===== src/rtl/pwr_sup_pkg.sv =====
package pwr_sup_pkg;

  typedef enum logic [2:0] {
    ST_PDOWN = 3'd0,
    ST_CHECK = 3'd1,
    ST_SOFT  = 3'd2,
    ST_RUN   = 3'd3,
    ST_RWAIT = 3'd4,
    ST_LATCH = 3'd5
  } sup_state_e;

  typedef enum logic [2:0] {
    BP_IDLE = 3'd0,
    BP_PUL1 = 3'd1,
    BP_GAP  = 3'd2,
    BP_PUL2 = 3'd3,
    BP_HOLD = 3'd4
  } burst_ph_e;

  // States in which the gate is allowed to switch.
  function automatic logic st_switching(sup_state_e s);
    return (s == ST_SOFT) || (s == ST_RUN);
  endfunction

  // States in which lock-off requests are acted upon.
  function automatic logic st_guarded(sup_state_e s);
    return (s != ST_PDOWN) && (s != ST_LATCH);
  endfunction

  // Bits needed to hold the values 0..maxv.
  function automatic int unsigned cnt_bits(int unsigned maxv);
    return (maxv < 2) ? 1 : $clog2(maxv + 1);
  endfunction

  function automatic int unsigned max2(int unsigned a, int unsigned b);
    return (a > b) ? a : b;
  endfunction

endpackage


===== src/rtl/pwr_fault_merge.sv =====
module pwr_fault_merge #(
  parameter int unsigned N_RESTART = 2,
  parameter int unsigned N_LATCH   = 5
) (
  input  logic [N_RESTART-1:0] restart_req,
  input  logic [N_LATCH-1:0]   latch_req,
  input  logic                 vcc_below_uvlo,
  input  logic                 sw_active,
  input  logic                 guarded,
  output logic                 latch_hit,
  output logic                 restart_hit
);

  logic any_latch;
  logic any_restart;
  logic uvlo_fault;

  assign any_latch   = |latch_req;
  assign any_restart = |restart_req;
  // An undervoltage while switching is a lock-off fault, never a restart.
  assign uvlo_fault  = sw_active & vcc_below_uvlo;

  assign latch_hit   = (guarded & any_latch) | uvlo_fault;
  // Lock-off wins over restart in the same cycle.
  assign restart_hit = sw_active & any_restart & ~latch_hit;

endmodule


===== src/rtl/pwr_ss_ramp.sv =====
module pwr_ss_ramp #(
  parameter int unsigned TICK_DIV = 2745,
  parameter int unsigned SS_W     = 8
) (
  input  logic            clk,
  input  logic            rst,
  input  logic            advance,
  input  logic            keep,
  output logic            ramp_last,
  output logic [SS_W-1:0] ss_level
);

  import pwr_sup_pkg::*;

  localparam int unsigned PW = cnt_bits(TICK_DIV);
  localparam logic [PW-1:0]   PRE_LAST = PW'(TICK_DIV - 1);
  localparam logic [SS_W-1:0] SS_PENULT = {{(SS_W-1){1'b1}}, 1'b0};

  logic [PW-1:0] pre_q;
  logic          tick;

  assign tick      = advance && (pre_q == PRE_LAST);
  assign ramp_last = tick && (ss_level == SS_PENULT);

  always_ff @(posedge clk) begin
    if (rst || !keep) begin
      pre_q    <= '0;
      ss_level <= '0;
    end else if (advance) begin
      if (tick) begin
        pre_q    <= '0;
        ss_level <= ss_level + SS_W'(1);
      end else begin
        pre_q <= pre_q + PW'(1);
      end
    end
  end

endmodule


===== src/rtl/pwr_burst_gen.sv =====
module pwr_burst_gen #(
  parameter int unsigned PULSE_W = 40,
  parameter int unsigned GAP_W   = 200
) (
  input  logic clk,
  input  logic rst,
  input  logic en,
  input  logic zero_duty,
  input  logic below_burst,
  output logic burst_req
);

  import pwr_sup_pkg::*;

  localparam int unsigned CW = cnt_bits(max2(PULSE_W, GAP_W));
  localparam logic [CW-1:0] PUL_LAST = CW'(PULSE_W - 1);
  localparam logic [CW-1:0] GAP_LAST = CW'(GAP_W - 1);

  burst_ph_e     ph_q;
  logic [CW-1:0] cnt_q;
  logic          trig;

  assign trig      = zero_duty & below_burst;
  assign burst_req = (ph_q == BP_PUL1) || (ph_q == BP_PUL2);

  always_ff @(posedge clk) begin
    if (rst || !en) begin
      ph_q  <= BP_IDLE;
      cnt_q <= '0;
    end else begin
      case (ph_q)
        BP_IDLE: begin
          cnt_q <= '0;
          if (trig) ph_q <= BP_PUL1;
        end
        BP_PUL1: begin
          if (cnt_q == PUL_LAST) begin
            ph_q  <= BP_GAP;
            cnt_q <= '0;
          end else begin
            cnt_q <= cnt_q + CW'(1);
          end
        end
        BP_GAP: begin
          if (cnt_q == GAP_LAST) begin
            ph_q  <= BP_PUL2;
            cnt_q <= '0;
          end else begin
            cnt_q <= cnt_q + CW'(1);
          end
        end
        BP_PUL2: begin
          if (cnt_q == PUL_LAST) begin
            ph_q  <= BP_HOLD;
            cnt_q <= '0;
          end else begin
            cnt_q <= cnt_q + CW'(1);
          end
        end
        BP_HOLD: begin
          if (!below_burst) ph_q <= BP_IDLE;
        end
        default: begin
          ph_q  <= BP_IDLE;
          cnt_q <= '0;
        end
      endcase
    end
  end

endmodule


===== src/rtl/pwr_supervisor.sv =====
module pwr_supervisor #(
  parameter int unsigned TICK_DIV  = 2745,
  parameter int unsigned SS_W      = 8,
  parameter int unsigned N_RESTART = 2,
  parameter int unsigned N_LATCH   = 5,
  parameter int unsigned PULSE_W   = 40,
  parameter int unsigned GAP_W     = 200
) (
  input  logic                 clk,
  input  logic                 rst,
  input  logic                 vcc_at_start,
  input  logic                 vcc_below_uvlo,
  input  logic                 vcc_below_burst,
  input  logic                 vcc_below_latch_rst,
  input  logic                 mains_ok,
  input  logic                 temp_ok,
  input  logic                 zero_duty,
  input  logic [N_RESTART-1:0] restart_req,
  input  logic [N_LATCH-1:0]   latch_req,
  output logic                 sw_en,
  output logic [SS_W-1:0]      ss_level,
  output logic                 burst_req
);

  import pwr_sup_pkg::*;

  sup_state_e state_q;
  sup_state_e state_d;

  logic latch_hit;
  logic restart_hit;
  logic ramp_last;
  logic sw_now;
  logic sw_next;
  logic burst_en;

  assign sw_now   = st_switching(state_q);
  assign sw_next  = st_switching(state_d);
  assign burst_en = (state_q == ST_RUN) && (state_d == ST_RUN);
  assign sw_en    = sw_now;

  pwr_fault_merge #(
    .N_RESTART(N_RESTART),
    .N_LATCH  (N_LATCH)
  ) u_faults (
    .restart_req   (restart_req),
    .latch_req     (latch_req),
    .vcc_below_uvlo(vcc_below_uvlo),
    .sw_active     (sw_now),
    .guarded       (st_guarded(state_q)),
    .latch_hit     (latch_hit),
    .restart_hit   (restart_hit)
  );

  always_comb begin
    state_d = state_q;
    case (state_q)
      ST_PDOWN: begin
        if (vcc_at_start) state_d = ST_CHECK;
      end
      ST_CHECK: begin
        if (latch_hit)                state_d = ST_LATCH;
        else if (vcc_below_uvlo)      state_d = ST_PDOWN;
        else if (mains_ok && temp_ok) state_d = ST_SOFT;
      end
      ST_SOFT: begin
        if (latch_hit)        state_d = ST_LATCH;
        else if (restart_hit) state_d = ST_RWAIT;
        else if (ramp_last)   state_d = ST_RUN;
      end
      ST_RUN: begin
        if (latch_hit)        state_d = ST_LATCH;
        else if (restart_hit) state_d = ST_RWAIT;
      end
      ST_RWAIT: begin
        if (latch_hit)           state_d = ST_LATCH;
        else if (vcc_below_uvlo) state_d = ST_PDOWN;
      end
      ST_LATCH: begin
        if (vcc_below_latch_rst) state_d = ST_PDOWN;
      end
      default: state_d = ST_PDOWN;
    endcase
  end

  always_ff @(posedge clk) begin
    if (rst) state_q <= ST_PDOWN;
    else     state_q <= state_d;
  end

  pwr_ss_ramp #(
    .TICK_DIV(TICK_DIV),
    .SS_W    (SS_W)
  ) u_ramp (
    .clk      (clk),
    .rst      (rst),
    .advance  (state_q == ST_SOFT),
    .keep     (sw_next),
    .ramp_last(ramp_last),
    .ss_level (ss_level)
  );

  pwr_burst_gen #(
    .PULSE_W(PULSE_W),
    .GAP_W  (GAP_W)
  ) u_burst (
    .clk        (clk),
    .rst        (rst),
    .en         (burst_en),
    .zero_duty  (zero_duty),
    .below_burst(vcc_below_burst),
    .burst_req  (burst_req)
  );

endmodule


===== config.mk =====
export PLATFORM = sky130hd
export DESIGN_NAME = pwr_supervisor
export DESIGN_NICKNAME = d
export VERILOG_FILES = /design/src/rtl/pwr_sup_pkg.sv /design/src/rtl/pwr_fault_merge.sv /design/src/rtl/pwr_ss_ramp.sv /design/src/rtl/pwr_burst_gen.sv /design/src/rtl/pwr_supervisor.sv
export SDC_FILE = /design/constraint.sdc
export NUM_CORES = 1
export LEC_CHECK = 0
export BUFFER_PORTS_ARGS = -buffer_cell sky130_fd_sc_hd__buf_4
export CORE_MARGIN = 8
export CORE_UTILIZATION = 34
export CTS_BUF_LIST = sky130_fd_sc_hd__clkbuf_8
export CTS_CLUSTER_SIZE = 16
export DETAILED_ROUTE_END_ITERATION = 10
export HOLD_SLACK_MARGIN = 0.08
export PLACE_DENSITY = 0.59
export REMOVE_ABC_BUFFERS = 1
export SETUP_SLACK_MARGIN = 0.3
export SYNTH_ARGS = -nofsm -noshare
export SYNTH_HDL_FRONTEND = slang
export SYNTH_SLANG_ARGS = --single-unit

===== constraint.sdc =====
create_clock -name clk -period 3.7 [get_ports clk]
set_clock_uncertainty 0.05 [all_clocks]
set_input_delay 0.74 -clock clk [delete_from_list [all_inputs] [get_ports clk]]
set_output_delay 0.74 -clock clk [all_outputs]
set_load 0.005 [all_outputs]

# After elaboration in Yosys (flattened, before gate mapping)
# Index checks and enable logic that the tools add are counted.
[totals]
reg_bits = 34
latch_bits = 0
mem_bits_rw = 0
romBits = 0
in_bits = 16
output_inout_bits = 10
elab_cells = 79
mem_count = 0
[op_classes]
add_sub_neg = 3
multipliers = 0
div = 0
n_lt_le_gt_ge = 0
n_eq_ne = 21
shifts = 0
mux = 23
bitwise_logic = 7
reduce_logical = 20
[op_table]
columns = ["operator", "count"]
rows = [
  ["3-bit two-way mux", 17],
  ["8-bit one-hot mux with 3 select lines", 1],
  ["3-bit by 2-bit equality test with 1-bit output (second input constant)", 6],
  ["3-bit one-hot mux with 6 select lines", 1],
  ["8-bit by 1-bit adder with 8-bit output (second input constant)", 2],
  ["8-bit equality test (second input constant)", 2],
  ["8-bit two-way mux", 2],
  ["3-bit one-hot mux with 5 select lines", 1],
  ["12-bit by 1-bit adder with 12-bit output (second input constant)", 1],
  ["12-bit equality test (second input constant)", 1],
  ["12-bit two-way mux", 1],
  ["3-bit equality test (second input constant)", 3],
  ["8-bit by 6-bit equality test with 1-bit output (second input constant)", 1],
  ["3-bit by 1-bit equality test with 1-bit output (second input constant)", 2],
  ["3-bit logical NOT", 2],
  ["2-bit != test (second input constant)", 3],
  ["1-bit bitwise AND", 5],
  ["1-bit logical AND", 5],
  ["1-bit logical OR", 5],
  ["5-bit AND reduction", 1],
  ["5-bit OR reduction", 1],
  ["2-bit by 1-bit != test with 1-bit output (second input constant)", 2],
  ["2-bit OR reduction", 2],
  ["3-bit != test (second input constant)", 1],
  ["5 further kinds", 6],
]

# Longest topological paths before layout
[logic_depth]
depth_word = 13
mapped_depth = 8
ltp_nobuf = 7

# By module
# A second synthesis with hierarchy kept.
[unflattened]
cells_unflattened = 231
hier_area_um2 = 1935.6
[by_module_without_submodules]
columns = ["mod", "instances", "cells_each", "area_per_inst_um2", "seq_area_each_um2"]
rows = [
  ["pwr_ss_ramp", 1, 114, 979.7, 400.4],
  ["pwr_burst_gen", 1, 78, 651.9, 220.2],
  ["pwr_supervisor", 1, 33, 251.5, 60.1],
  ["pwr_fault_merge", 1, 6, 52.6, 0.0],
]

# Worst setup path after synthesis
# No wires, ideal clock.
[synth_timing]
path_kind = "input to register"
startpoint = "in latch_req[0]"
endpoint = "reg u_burst.ph_q[1]"
setup_ns = 0.131
arrival_time_ns = 2.015
t_required_ns = 3.519
path_slack_ns = 1.504
cell_stages = 6
n_path_buf = 1
cell_sequence = "or2_4 or4_4 or3_1 nand4_1 buf_6 nor3_1"
[synth_between]
elab_chain_len = 12
elab_cells_between_ends = 16
classes_between = "1 x eq/ne; 7 x mux; 4 x bitwise; 4 x reduce/logical"
[synth_lines]
columns = ["item", "line", "text"]
rows = [
  ["start: declaration", "pwr_supervisor.sv:19", "input logic [N_LATCH-1:0] latch_req,"],
  ["5-bit OR reduction *", "pwr_fault_merge.sv:18", "assign any_latch = |latch_req;"],
  ["1-bit bitwise AND *", "pwr_fault_merge.sv:23", "assign latch_hit = (guarded & any_latch) | uvlo_fault;"],
  ["1-bit OR *", "pwr_fault_merge.sv:23", ""],
  ["1-bit NOT", "pwr_fault_merge.sv:25", "assign restart_hit = sw_active & any_restart & ~latch_hit;"],
  ["1-bit bitwise AND", "pwr_fault_merge.sv:25", ""],
  ["3-bit two-way mux (on tied branches)", "pwr_supervisor.sv:73, pwr_supervisor.sv:68", ""],
  ["3-bit two-way mux (on tied branches)", "pwr_supervisor.sv:72, pwr_supervisor.sv:67", ""],
  ["3-bit one-hot mux with 6 select lines *", "pwr_supervisor.sv:57", "case (state_q)"],
  ["3-bit by 2-bit equality test with 1-bit output *", "pwr_supervisor.sv:39", "assign burst_en = (state_q == ST_RUN) && (state_d == ST_RUN);"],
  ["1-bit logical AND *", "pwr_supervisor.sv:39", ""],
  ["1-bit logical NOT *", "pwr_burst_gen.sv:27", "if (rst || !en) begin"],
  ["1-bit logical OR *", "pwr_burst_gen.sv:27", ""],
  ["end signal: assignment", "pwr_burst_gen.sv:28", "ph_q <= BP_IDLE;"],
  ["end signal: assignment", "pwr_burst_gen.sv:34", "if (trig) ph_q <= BP_PUL1;"],
  ["end signal: assignment", "pwr_burst_gen.sv:38", "ph_q <= BP_GAP;"],
  ["end: declaration", "pwr_burst_gen.sv:19", "burst_ph_e ph_q;"],
]
# Mark *: on every way between the ends. The rest lies on a longest branch, timed or not.
# A chain may end at the register's enable or synchronous reset.

# Worst setup path after layout
[layout_timing]
startpoint = "in latch_req[0]"
endpoint = "reg u_burst.ph_q[0]"
# Same word-level chain as after synthesis.

==> impl_results.md <==
* Sequential fraction of the synthesis area at 36.91%
* Total die area at 8037 µm²
* Largest net degree at the start of global routing at 13
* Core Footprint at 5371 µm²
* Tcrit/Tclk final at 67.76%
* Initial DRT Pass Iterations at 4
* Initial core utilization at 34.33%
* Ys Warns at 0
* Ranking of synthesized cells by area: dfxtp_1 37%, xor2_1 7.1%, nor2_1 6.9%
* Max-slew headroom at 57.64%
* Startpoint Class: input pin
* Area fraction of the dominant cell type after synthesis at 36.91%
* Reg2reg end: u_burst.ph_q[0]
* CTS tree: built
* CP startpoint: latch_req[0]
* Gpl congestion at 0.7857
* Crit path DAT at 2630 ps
* Worst reg2reg setup slack at 1460 ps
* Final number of setup-violating endpoints at 0
* Outcome: finished clean
* Htree depth at 2
* Via Count at 1636
* Hold buffers post-CTS at 0
* Post-route core utilization at 40.39%
* First-pass GRT wire length at 6934 µm
* Main synth FF type: dfxtp_1
* CTS resizes at 0
* Clk Tree Root Cell: clkbuf_8
* Port bufs at 25
* I/O pin count at 26
* Die Ht at 89.65 µm
* Lkg Pwr at 0.7445 nW
* Crit path time final at 2507 ps
* Residual DRC at 0
* Cell count after synthesis at 226
* Max Clock Freq at 0.3989 GHz
* Commonest non-fill, non-tap cells in the layout: 34 x nor2_1, 34 x dfxtp_1, 26 x buf_4
* Hold_sp: u_burst.cnt_q[0]
* Worst r2r path cells at 6
* GRT Util Overall at 10.88%
* Count of final max-slew check failures at 0
* Crit-path max FO at 11
* RSZ-0062 raised after global routing: no
* Fraction of layout cells with a size suffix above 1 at 16.00%
* Iter 0 DRT Violations at 89
* Drt via density at 5.081
* Rows at 27
* Setup crit end kind: flop
* Routed length per instance at 12.30 µm
* Async SR Flop Fraction at 0%
* Power Dens Cells at 324.4 nW/µm²
* Synth Cell Area at 1844 µm²
* Setup TNS at 0 ps
* Antenna Violating Nets Remaining at 0
* CP Class: in2reg
* Final Hold Viols at 0
* Worst R2R Start: state_q[0]
* Post-DP HPWL at 2912 µm
* Yosys reg bits at 34
* Power, Total at 703.8 µW
* Area leader, netlist: dfxtp_1
* Nets at 272
* Clk slew on worst S/H paths at 60 ps
* Clock Latency Late Sink at 280 ps
* Worst slew pin tran at 632.6 ps
* Total Wirelength at 3959 µm
* Maxcap violations at 0
* Die X at 89.65 µm
* Area grow syn2layout at 17.64%
* CTS Sinks at 34
* Worst Hold End: u_burst.cnt_q[0]
* # Post-CTS Setup Buffers at 0
* Initial antenna violation count at 0
* Clock Path Buffers at 2
* Aggregate global routing overflow at 0
* Hold Path Stages at 1
* Diodes inserted at 0
* TritonCTS Buffers at 5
* Worst VDD drop at 0.1599 mV
* Post-synth EDFFs at 0
* Critical Path RT at 3820 ps
* Distinct cells, synth at 43
* Vias in the first global route at 1593
* Worst min path class: reg2reg
* Avg Synthesized Cell Area at 8.160 µm²
==> worst max-delay path by stage <==
| stage | endpoint | cells after the start |
|---|---|---|
| 4_1_cts | u_burst.ph_q[0] | 8 |
| 5_1_grt | u_burst.ph_q[0] | 8 |
| 2_1_floorplan | u_burst.ph_q[0] | 6 |
| 3_5_place_dp | u_burst.ph_q[0] | 8 |
| 3_3_place_gp | u_burst.ph_q[0] | 8 |
| 6_report | u_burst.ph_q[0] | 8 |
==> per-layer routing <==
metal | share of wire [%] | vias up | track usage [%] | wire, µm
li1 | - | 853 | - | -
met1 | 49 | 748 | 13.07 | 1934
met2 | 45 | 30 | 17.25 | 1782
met3 | 4.6 | 5 | 4.004 | 184
met4 | 1.4 | 0 | 4.079 | 57
met5 | 0 | - | 0 | 0
==> sequential cells by signal, summed over array words and instances, names as in the netlist <==
signal and flops:
state_q 3, u_ramp.pre_q 12, u_ramp.ss_level 8, u_burst.ph_q 3, u_burst.cnt_q 8
==> power breakdown <==
group / total, mW / internal [mW] / switching, mW
Sequential: 0.384 / 0.371 / 0.0133
Combinational: 0.0522 / 0.0291 / 0.0231
Clock: 0.268 / 0.143 / 0.124
==> cell families after synthesis <==
| family | after synthesis | synth area share, % |
|---|---|---|
| adder cells (fa/ha/maj) | 5 | 3.392 |
| AND/OR/NAND/NOR | 113 | 33.11 |
| buffers and inverters | 15 | 3.732 |
| flip-flops | 34 | 36.91 |
| XOR/XNOR | 18 | 8.549 |
| AO/OA/AOI/OAI | 41 | 14.32 |
==> per-stage QoR <==
stage / hold WS, ps / cell area, µm² / std cells / worst slack (ps)
after floorplan: 407.5 / 1802 / 218 / 1241
after global placement: 432.9 / 2087 / 316 / 983.1
after detailed placement: 441.1 / 2087 / 316 / 882.6
after CTS: 452.3 / 2170 / 322 / 1187
after global routing: 468.5 / 2170 / 322 / 956.7
final: 451.6 / 2170 / 322 / 1193
==> worst max-delay path: stages <==
cell and delay, ps:
buf_4 110, or2_4 250, nor4_4 230, o221ai_1 170, buf_4 200, inv_1 90
nand4_1 430, nor4bb_1 420
==> layout make-up <==
class | count | area [µm²]
timing repair buffer | 26 | 195.2
tap | 72 | 90.09
multi-input combinational | 177 | 1095
clock buffer | 6 | 82.58
inverter | 7 | 26.28
fill | 567 | 3202
sequential | 34 | 680.7
==> synth_stat cells (all sizes together) (2+ instances only) <==
library cell / instances
inv: 7
a21oi: 13
buf: 6
and4: 5
or3: 2
nor4bb: 2
xor2: 15
o211ai: 3
xnor2: 3
clkbuf: 2
nor3b: 4
nor2: 34
dfxtp: 34
nor3: 11
a31oi: 2
nand3b: 2
o21ai: 10
nand2: 20
and3: 4
nand4: 8
nand3: 11
and2: 2
a211oi: 3
ha: 5
nand2b: 2
nor2b: 2
Power figures use the tool's default switching activity.
